[src/rtl/psd_pkg.sv]
package psd_pkg;
  typedef enum logic [1:0] {
    MODE_DIRECT  = 2'b00,
    MODE_SWALLOW = 2'b01,
    MODE_HIGH    = 2'b10,
    MODE_HIGH_B  = 2'b11
  } div_mode_e;
endpackage

[src/rtl/ps_prescaler.sv]
// Dual-modulus prescaler with optional halving stage in front.
module ps_prescaler
  import psd_pkg::*;
#(
  parameter int PRE_P = 16
) (
  input  logic      clk,
  input  logic      srst,
  input  div_mode_e mode,
  input  logic      mod_hi,
  input  logic      reload,
  output logic      pre_tick
);
  localparam int PW = $clog2(PRE_P + 2);

  logic          half_q;
  logic [PW-1:0] pc_q;
  logic [PW-1:0] last;
  logic          half_en;

  always_comb begin
    last     = mod_hi ? PW'(PRE_P) : PW'(PRE_P - 1);
    half_en  = mode[1] ? half_q : 1'b1;
    pre_tick = (mode == MODE_DIRECT) ? 1'b1 : (half_en && (pc_q == last));
  end

  always_ff @(posedge clk) begin
    if (srst || reload) begin
      half_q <= 1'b0;
      pc_q   <= '0;
    end else begin
      half_q <= ~half_q;
      if (mode != MODE_DIRECT && half_en)
        pc_q <= (pc_q == last) ? '0 : pc_q + 1'b1;
    end
  end

  // the prescaler count never passes the long modulus
  a_r4_pc_bound: assert property (@(posedge clk) disable iff (srst)
    pc_q <= PW'(PRE_P));

  // in high-band mode two prescaler steps never fall on adjacent cycles
  a_r5_half_rate: assert property (@(posedge clk) disable iff (srst)
    (mode[1] && pre_tick && !reload) |=> !pre_tick);
endmodule

[src/rtl/ps_counters.sv]
// Swallow and main counters; terminal count reloads both.
module ps_counters #(
  parameter int SW_W   = 4,
  parameter int MAIN_W = 12
) (
  input  logic              clk,
  input  logic              srst,
  input  logic              pre_tick,
  input  logic [SW_W-1:0]   a_load,
  input  logic [MAIN_W-1:0] n_eff,
  output logic              term,
  output logic              mod_hi
);
  logic [MAIN_W-1:0] mc_q;
  logic [SW_W-1:0]   sc_q;

  always_comb begin
    term   = pre_tick && (mc_q == n_eff - 1'b1);
    mod_hi = (sc_q != '0);
  end

  always_ff @(posedge clk) begin
    if (srst || term) begin
      mc_q <= '0;
      sc_q <= a_load;
    end else if (pre_tick) begin
      mc_q <= mc_q + 1'b1;
      if (sc_q != '0) sc_q <= sc_q - 1'b1;
    end
  end

  // main count stays below the effective (clamped) main count
  a_r9_mc_bound: assert property (@(posedge clk) disable iff (srst)
    mc_q < n_eff);

  // swallow counter steps down once per prescaler cycle while non-zero
  a_r4_swallow_step: assert property (@(posedge clk) disable iff (srst)
    (pre_tick && !term && sc_q != '0) |=> (sc_q == $past(sc_q) - 1'b1));

  // without a prescaler cycle or reload the swallow count holds
  a_r4_swallow_hold: assert property (@(posedge clk) disable iff (srst)
    (!pre_tick && !term) |=> $stable(sc_q));
endmodule

[src/rtl/ps_divider.sv]
module ps_divider
  import psd_pkg::*;
#(
  parameter int SW_W   = 4,
  parameter int MAIN_W = 12,
  parameter int PRE_P  = 16,
  parameter int MIN_N  = 2
) (
  input  logic                     clk,
  input  logic                     srst,
  input  logic [SW_W+MAIN_W-1:0]   div_word,
  input  logic [1:0]               mode_sel,
  output logic                     div_out,
  output logic                     cfg_err
);
  localparam int DW = SW_W + MAIN_W;

  logic [DW-1:0]     div_q;
  div_mode_e         mode_q;
  logic [MAIN_W-1:0] n_raw, n_eff, n_in;
  logic [SW_W-1:0]   a_in;
  logic              term, mod_hi, pre_tick;

  always_comb begin
    n_raw   = div_q[DW-1:SW_W];
    n_eff   = (n_raw < MAIN_W'(MIN_N)) ? MAIN_W'(MIN_N) : n_raw;
    n_in    = div_word[DW-1:SW_W];
    a_in    = div_word[SW_W-1:0];
    cfg_err = (n_in < MAIN_W'(MIN_N)) ||
              ((mode_sel != MODE_DIRECT) && (MAIN_W'(a_in) >= n_in));
  end

  // Settings are captured only in reset or at terminal count
  always_ff @(posedge clk) begin
    if (srst || term) begin
      div_q  <= div_word;
      mode_q <= div_mode_e'(mode_sel);
    end
    div_out <= srst ? 1'b0 : term;
  end

  ps_prescaler #(.PRE_P(PRE_P)) u_pre (
    .clk      (clk),
    .srst     (srst),
    .mode     (mode_q),
    .mod_hi   (mod_hi),
    .reload   (term),
    .pre_tick (pre_tick)
  );

  ps_counters #(.SW_W(SW_W), .MAIN_W(MAIN_W)) u_cnt (
    .clk      (clk),
    .srst     (srst),
    .pre_tick (pre_tick),
    .a_load   (a_in),
    .n_eff    (n_eff),
    .term     (term),
    .mod_hi   (mod_hi)
  );

  // output pulse lasts a single cycle
  a_r6_single_pulse: assert property (@(posedge clk) disable iff (srst)
    div_out |=> !div_out);

  // captured divisor holds between terminal counts
  a_r7_div_hold: assert property (@(posedge clk) disable iff (srst)
    !term |=> $stable(div_q));

  // captured mode holds between terminal counts
  a_r8_mode_hold: assert property (@(posedge clk) disable iff (srst)
    !term |=> $stable(mode_q));

  // output low in the cycle after reset is sampled
  a_r1_reset_low: assert property (@(posedge clk)
    srst |=> !div_out);
endmodule

[config.mk]
export PLATFORM = sky130hd
export DESIGN_NAME = ps_divider
export DESIGN_NICKNAME = d
export VERILOG_FILES = /design/src/rtl/psd_pkg.sv /design/src/rtl/ps_prescaler.sv /design/src/rtl/ps_counters.sv /design/src/rtl/ps_divider.sv
export SDC_FILE = /design/constraint.sdc
export NUM_CORES = 1
export LEC_CHECK = 0
export ABC_AREA = 1
export BUFFER_PORTS_ARGS = -buffer_cell sky130_fd_sc_hd__buf_2
export CAP_MARGIN = 20
export CORE_MARGIN = 5
export CORE_UTILIZATION = 59
export DETAILED_ROUTE_END_ITERATION = 16
export GPL_ROUTABILITY_DRIVEN = 0
export PLACE_DENSITY_LB_ADDON = 0.12
export REMOVE_ABC_BUFFERS = 1
export SYNTH_ARGS = -nofsm -noshare
export SYNTH_HDL_FRONTEND = slang
export SYNTH_SLANG_ARGS = --single-unit
[constraint.sdc]
create_clock -name clk -period 3.6 [get_ports clk]
set_input_delay 0.54 -clock clk [delete_from_list [all_inputs] [get_ports clk]]
set_output_delay 0.54 -clock clk [all_outputs]
set_load 0.005 [all_outputs]
After elaboration in Yosys (flattened, before gate mapping)
Index checks and enable logic that the tools add are counted.
{"block": "classes", "mul": 0, "n_mux": 8, "n_lt_le_gt_ge": 3, "n_addsub": 4, "reduce_logical": 13, "n_div": 0, "shifts": 0, "n_bitwise": 1, "n_eq_ne": 2}
{"cell": "$lt A12 B2 Y1 const B", "n": 2}
{"cell": "$add A12 B1 Y12 const B", "n": 1}
{"cell": "$eq A12 B12 Y1", "n": 1}
{"cell": "$ge A4 B12 Y1", "n": 1}
{"cell": "$mux W12", "n": 1}
{"cell": "$mux W4", "n": 3}
{"cell": "$sub A12 B1 Y12 const B", "n": 1}
{"cell": "$mux W5", "n": 2}
{"cell": "$reduce_bool A2 Y1", "n": 4}
{"cell": "$add A5 B1 Y5 const B", "n": 1}
{"cell": "$eq A5 B5 Y1", "n": 1}
{"cell": "$logic_and A1 B1 Y1", "n": 4}
{"cell": "$reduce_bool A4 Y1", "n": 1}
{"cell": "$sub A4 B1 Y4 const B", "n": 1}
{"cell": "$logic_not A2 Y1", "n": 1}
{"cell": "$logic_or A1 B1 Y1", "n": 2}
{"cell": "$mux W1", "n": 2}
{"cell": "$reduce_and A2 Y1", "n": 1}
{"cell": "$not A1 Y1", "n": 1}
{"block": "word_totals", "regBits": 41, "latch_bits": 0, "n_memories": 0, "romBits": 0, "inputBits": 20, "output_inout_bits": 2, "mem_bits_rw": 0, "elab_cells": 38}

Longest topological paths before layout
{"block": "depth", "depth_word": 9, "ltp_mapped": 22, "ltp_nobuf": 21}

By module
A second synthesis with hierarchy kept.
{"block": "hier_totals", "cells_unflattened": 334, "hier_area_um2": 2376.0}
{"mod": "ps_counters", "cells_per_inst": 211, "seq_area_each_um2": 360.3, "instances": 1, "area_each_um2": 1328.8}
{"mod": "ps_divider", "cells_per_inst": 69, "seq_area_each_um2": 440.4, "instances": 1, "area_each_um2": 700.7}
{"mod": "ps_prescaler", "cells_per_inst": 54, "seq_area_each_um2": 120.1, "instances": 1, "area_each_um2": 346.6}

Least setup slack after synthesis
OpenSTA, ideal clock, no wires.
{"block": "synth_path", "kind": "register to register", "startpoint": "register div_q[6]", "endpoint": "register div_q[10] (enable)", "required_ps": 3282, "n_path_buf": 1, "setup_time_ps": 318, "path_stages_with_launch": 16, "path_slack_ps": 969, "t_arrival_ps": 2312, "period_less_slack_ps": 2631, "path_cell_list": "edfxtp_1 > nor2_4 > nand2_2 > nor2_2 > nand2_4 > nand2_2 > ha_1 > nand3_2 > nor2_2 > nand2_1 > xor2_1 > xor2_1 > nor2_2 > nand2_4 > nand2_4 > buf_4"}
{"block": "synth_between", "elab_chain_len": 6}
{"item": "from (decl)", "line": "ps_divider.sv:18", "source": "logic [DW-1:0] div_q;"}
{"item": "from (signal assigned)", "line": "ps_divider.sv:36", "source": "div_q <= div_word;"}
{"item": "$lt A12 B2 Y1", "line": "ps_divider.sv:26", "source": "n_eff = (n_raw < MAIN_W'(MIN_N)) ? MAIN_W'(MIN_N) : n_raw;"}
{"item": "$mux W12 (*)", "line": "ps_divider.sv:26"}
{"item": "$sub A12 B1 Y12 (*)", "line": "ps_counters.sv:18", "source": "term = pre_tick && (mc_q == n_eff - 1'b1);"}
{"item": "$eq A12 B12 Y1 (*)", "line": "ps_counters.sv:18"}
{"item": "$logic_and A1 B1 Y1 (*)", "line": "ps_counters.sv:18"}
{"item": "$logic_or A1 B1 Y1 (*)", "line": "ps_divider.sv:35", "source": "if (srst || term) begin"}
Every way passes the cells marked *; elsewhere a longest branch is shown, timed or not.
A chain may end at the register's enable or synchronous reset.

Worst setup path in the final report
{"block": "layout_path", "startpoint": "register div_q[6]", "endpoint": "register div_q[9] (enable)"}
Same word-level chain as after synthesis.

==> out/results.tsv <==
metric	value	unit
crit start category	register	
WL final	4400	µm
global-route wire length before repair	7334	µm
top post-synthesis cells by area	edfxtp_1, dfxtp_1, nand2_1	
Layout fillers	334	
DR iter-0 viols	167	
# DRC	0	
# IOs	22	
DPL Wire Length	3500	µm
clk sink count	37	
top cell type's share of synthesized area	0.2356	
DIE WIDTH	72.37	µm
grt total ovfl	0	
WP data required	3540	ps
vias	1873	
Slowest-stage cell, CP	edfxtp_1	
DRT Pass-1 Iters	4	
drt wl/cell	11.70	µm
Worst EP arrival	2870	ps
RSZ-0062 raised after global routing	false	
CTS H-tree lvls	2	
initial core utilization	0.6175	
clk root buf	clkbuf_8	
vias in the first global route	1655	
max-slew violation count	0	
pre-CTS setup slack	683.9	ps
mapped cell area	0.002295	mm²
layout cells sized above 1	0.1311	
min Tclk post-route	2926	ps
worst vdd ir	0.3301	mV
outcome	finished, final reports clean	
I/O Buffers	21	
crit end category	register	
Final Worst Setup Slack	673.9	ps
most common cell after layout, fill and taps aside	nand2_1	
Setup TNS	0	ps
post-synthesis sequential area ratio	0.4013	
Ys Warns	0	
Avg Cell Area, Syn	7.598	µm²
CTS hold repair buffers	0	
largest net degree at the start of global routing	36	
GRT Resource Usage Total	0.1825	
CTS resizes	0	
Peak Freq	341.8	MHz
Synth-to-Final Area Change	9.869	%
post-CTS setup buffer count	0	
Tightest Pin Transition	400.7	ps
synth unique cells	29	
die footprint	0.005237	mm²
Pwr Density	345.0	mW/mm²
Clock Path Buffers	2	
area leader, netlist	edfxtp_1	
DRT antenna net count	0	
clk_lat worst skew	290	ps
Core Area	0.003716	mm²
fin crit share	0.8128	
TritonCTS clock tree	done	
fin util	0.6785	
CP Class	reg -> reg	
final hold vios	0	
leakage	1.145	nW
CTS clk-pin slew, worst paths	70	ps
slowest cell delay on critical path	500	ps
Antenna Cells	0	
Num CTS Buffers	5	
skew final	6.094	ps
Final setup violation count	0	
final net count	355	
# Max-Cap Violations	0	
Synth Register Bits	37	
FP Rows	22	
Placed Instance Area	0.002437	mm²
cell count after synthesis	302	
vias per inst	4.981	
Die Y	72.37	µm
crit-path cells	nor2_4, nand2_2, nor2_2, nand2_4, nand2_2, ha_1, nand3_2, nor2_2, nand2_1, xor2_1, xor2_1, nor2_2, nand2_4, nand2_4	
Post-Layout Inst Area	0.002521	mm²
Hold Crit Class	in -> reg	
critical path peak fanout	35	
initial antenna violation count	0	
Worst slew margin	0.7326	
commonest cells after routing, fill and taps aside	nand2_1, inv_1, nor2_1	
==> where the power goes <==
part / total (W) / switching [W] / internal [W]
registers: 0.000478 / 0.0000148 / 0.000463
logic: 0.000109 / 0.0000661 / 0.0000426
clock network: 0.000284 / 0.000147 / 0.000137
total: 0.000870 / 0.000227 / 0.000642
==> cell type report <==
type	count	area (µm²)	area share
Multi-Input combinational cell	209	1152	0.4571
Tap cell	48	60.06	0.02382
Sequential cell	37	920.9	0.3653
Timing Repair Buffer	21	105.1	0.04169
Inverter	53	198.9	0.07891
Clock inverter	1	7.507	0.002978
Clock buffer	7	76.32	0.03027
==> critical path: cells and delay by family (launching register included) <==
family | cells | cell delay [ps]
xor+xnor | 2 | 300
flops | 1 | 500
simple gates | 11 | 1500
fa+ha+maj | 1 | 270
==> per-stage QoR <==
stage	hold slack [ps]	cells	power [W]
global route	401.4	376	0.0009152
floorplan	392.5	299	0.0005610
finish	411.4	376	0.0008699
detailed placement	410.4	368	0.0005958
CTS	401.9	376	0.0008798
global placement	406.2	368	0.0005926
==> cells by family (layout without fill, tap and decap cells) <==
family / count (synthesis) / count (layout) / synth area share
AND/OR/NAND/NOR: 164 / 164 / 0.3353
buffers and inverters: 56 / 82 / 0.09651
flip-flops: 37 / 37 / 0.4013
XOR/XNOR: 23 / 23 / 0.08778
AO/OA/AOI/OAI: 13 / 13 / 0.03108
adder cells (fa/ha/maj): 8 / 8 / 0.04362
multiplexers: 1 / 1 / 0.004362
==> flip-flops by register name, summed over array words and instances, names as in the netlist <==
name,cells
div_out,1
div_q,12
mode_q,2
u_cnt.mc_q,12
u_cnt.sc_q,4
u_pre.half_q,1
u_pre.pc_q,5
==> layer usage <==
| metal | GRT usage | up-vias | share of wire |
|---|---|---|---|
| li1 | - | 1011 | - |
| met1 | 0.2472 | 824 | 0.49 |
| met2 | 0.2892 | 33 | 0.46 |
| met3 | 0.04155 | 5 | 0.046 |
| met4 | 0.05637 | 0 | 0.011 |
| met5 | 0 | - | 0 |
==> synthesized netlist by cell type <==
cell       n
a21boi_0   1
a21oi_1    4
a31oi_1    1
buf_4      1
buf_6      1
clkbuf_1   1
dfxtp_1   19
edfxtp_1  18
ha_1       8
inv_1     53
mux2i_1    1
nand2_1   58
nand2_2    4
nand2_4    3
nand3_1   24
nand3_2    2
nand3b_1   3
nand4_1    6
nor2_1    43
nor2_2     4
nor2_4     2
nor3_1    10
nor4_1     3
o211ai_1   1
o21ai_0    6
or2_1      1
or2_4      1
xnor2_1    4
xor2_1    19
==> final timing paths <==
kind | start | endpoint | slack [ps] | depth (start not counted)
min | srst | div_out | 410 | 2
max | div_q[6] | div_q[9] | 670 | 14
min reg2reg | u_pre.half_q | u_pre.half_q | 420 | 1
max reg2reg | div_q[6] | div_q[9] | 670 | 14
Note: power is estimated with default switching activity, not from simulation.
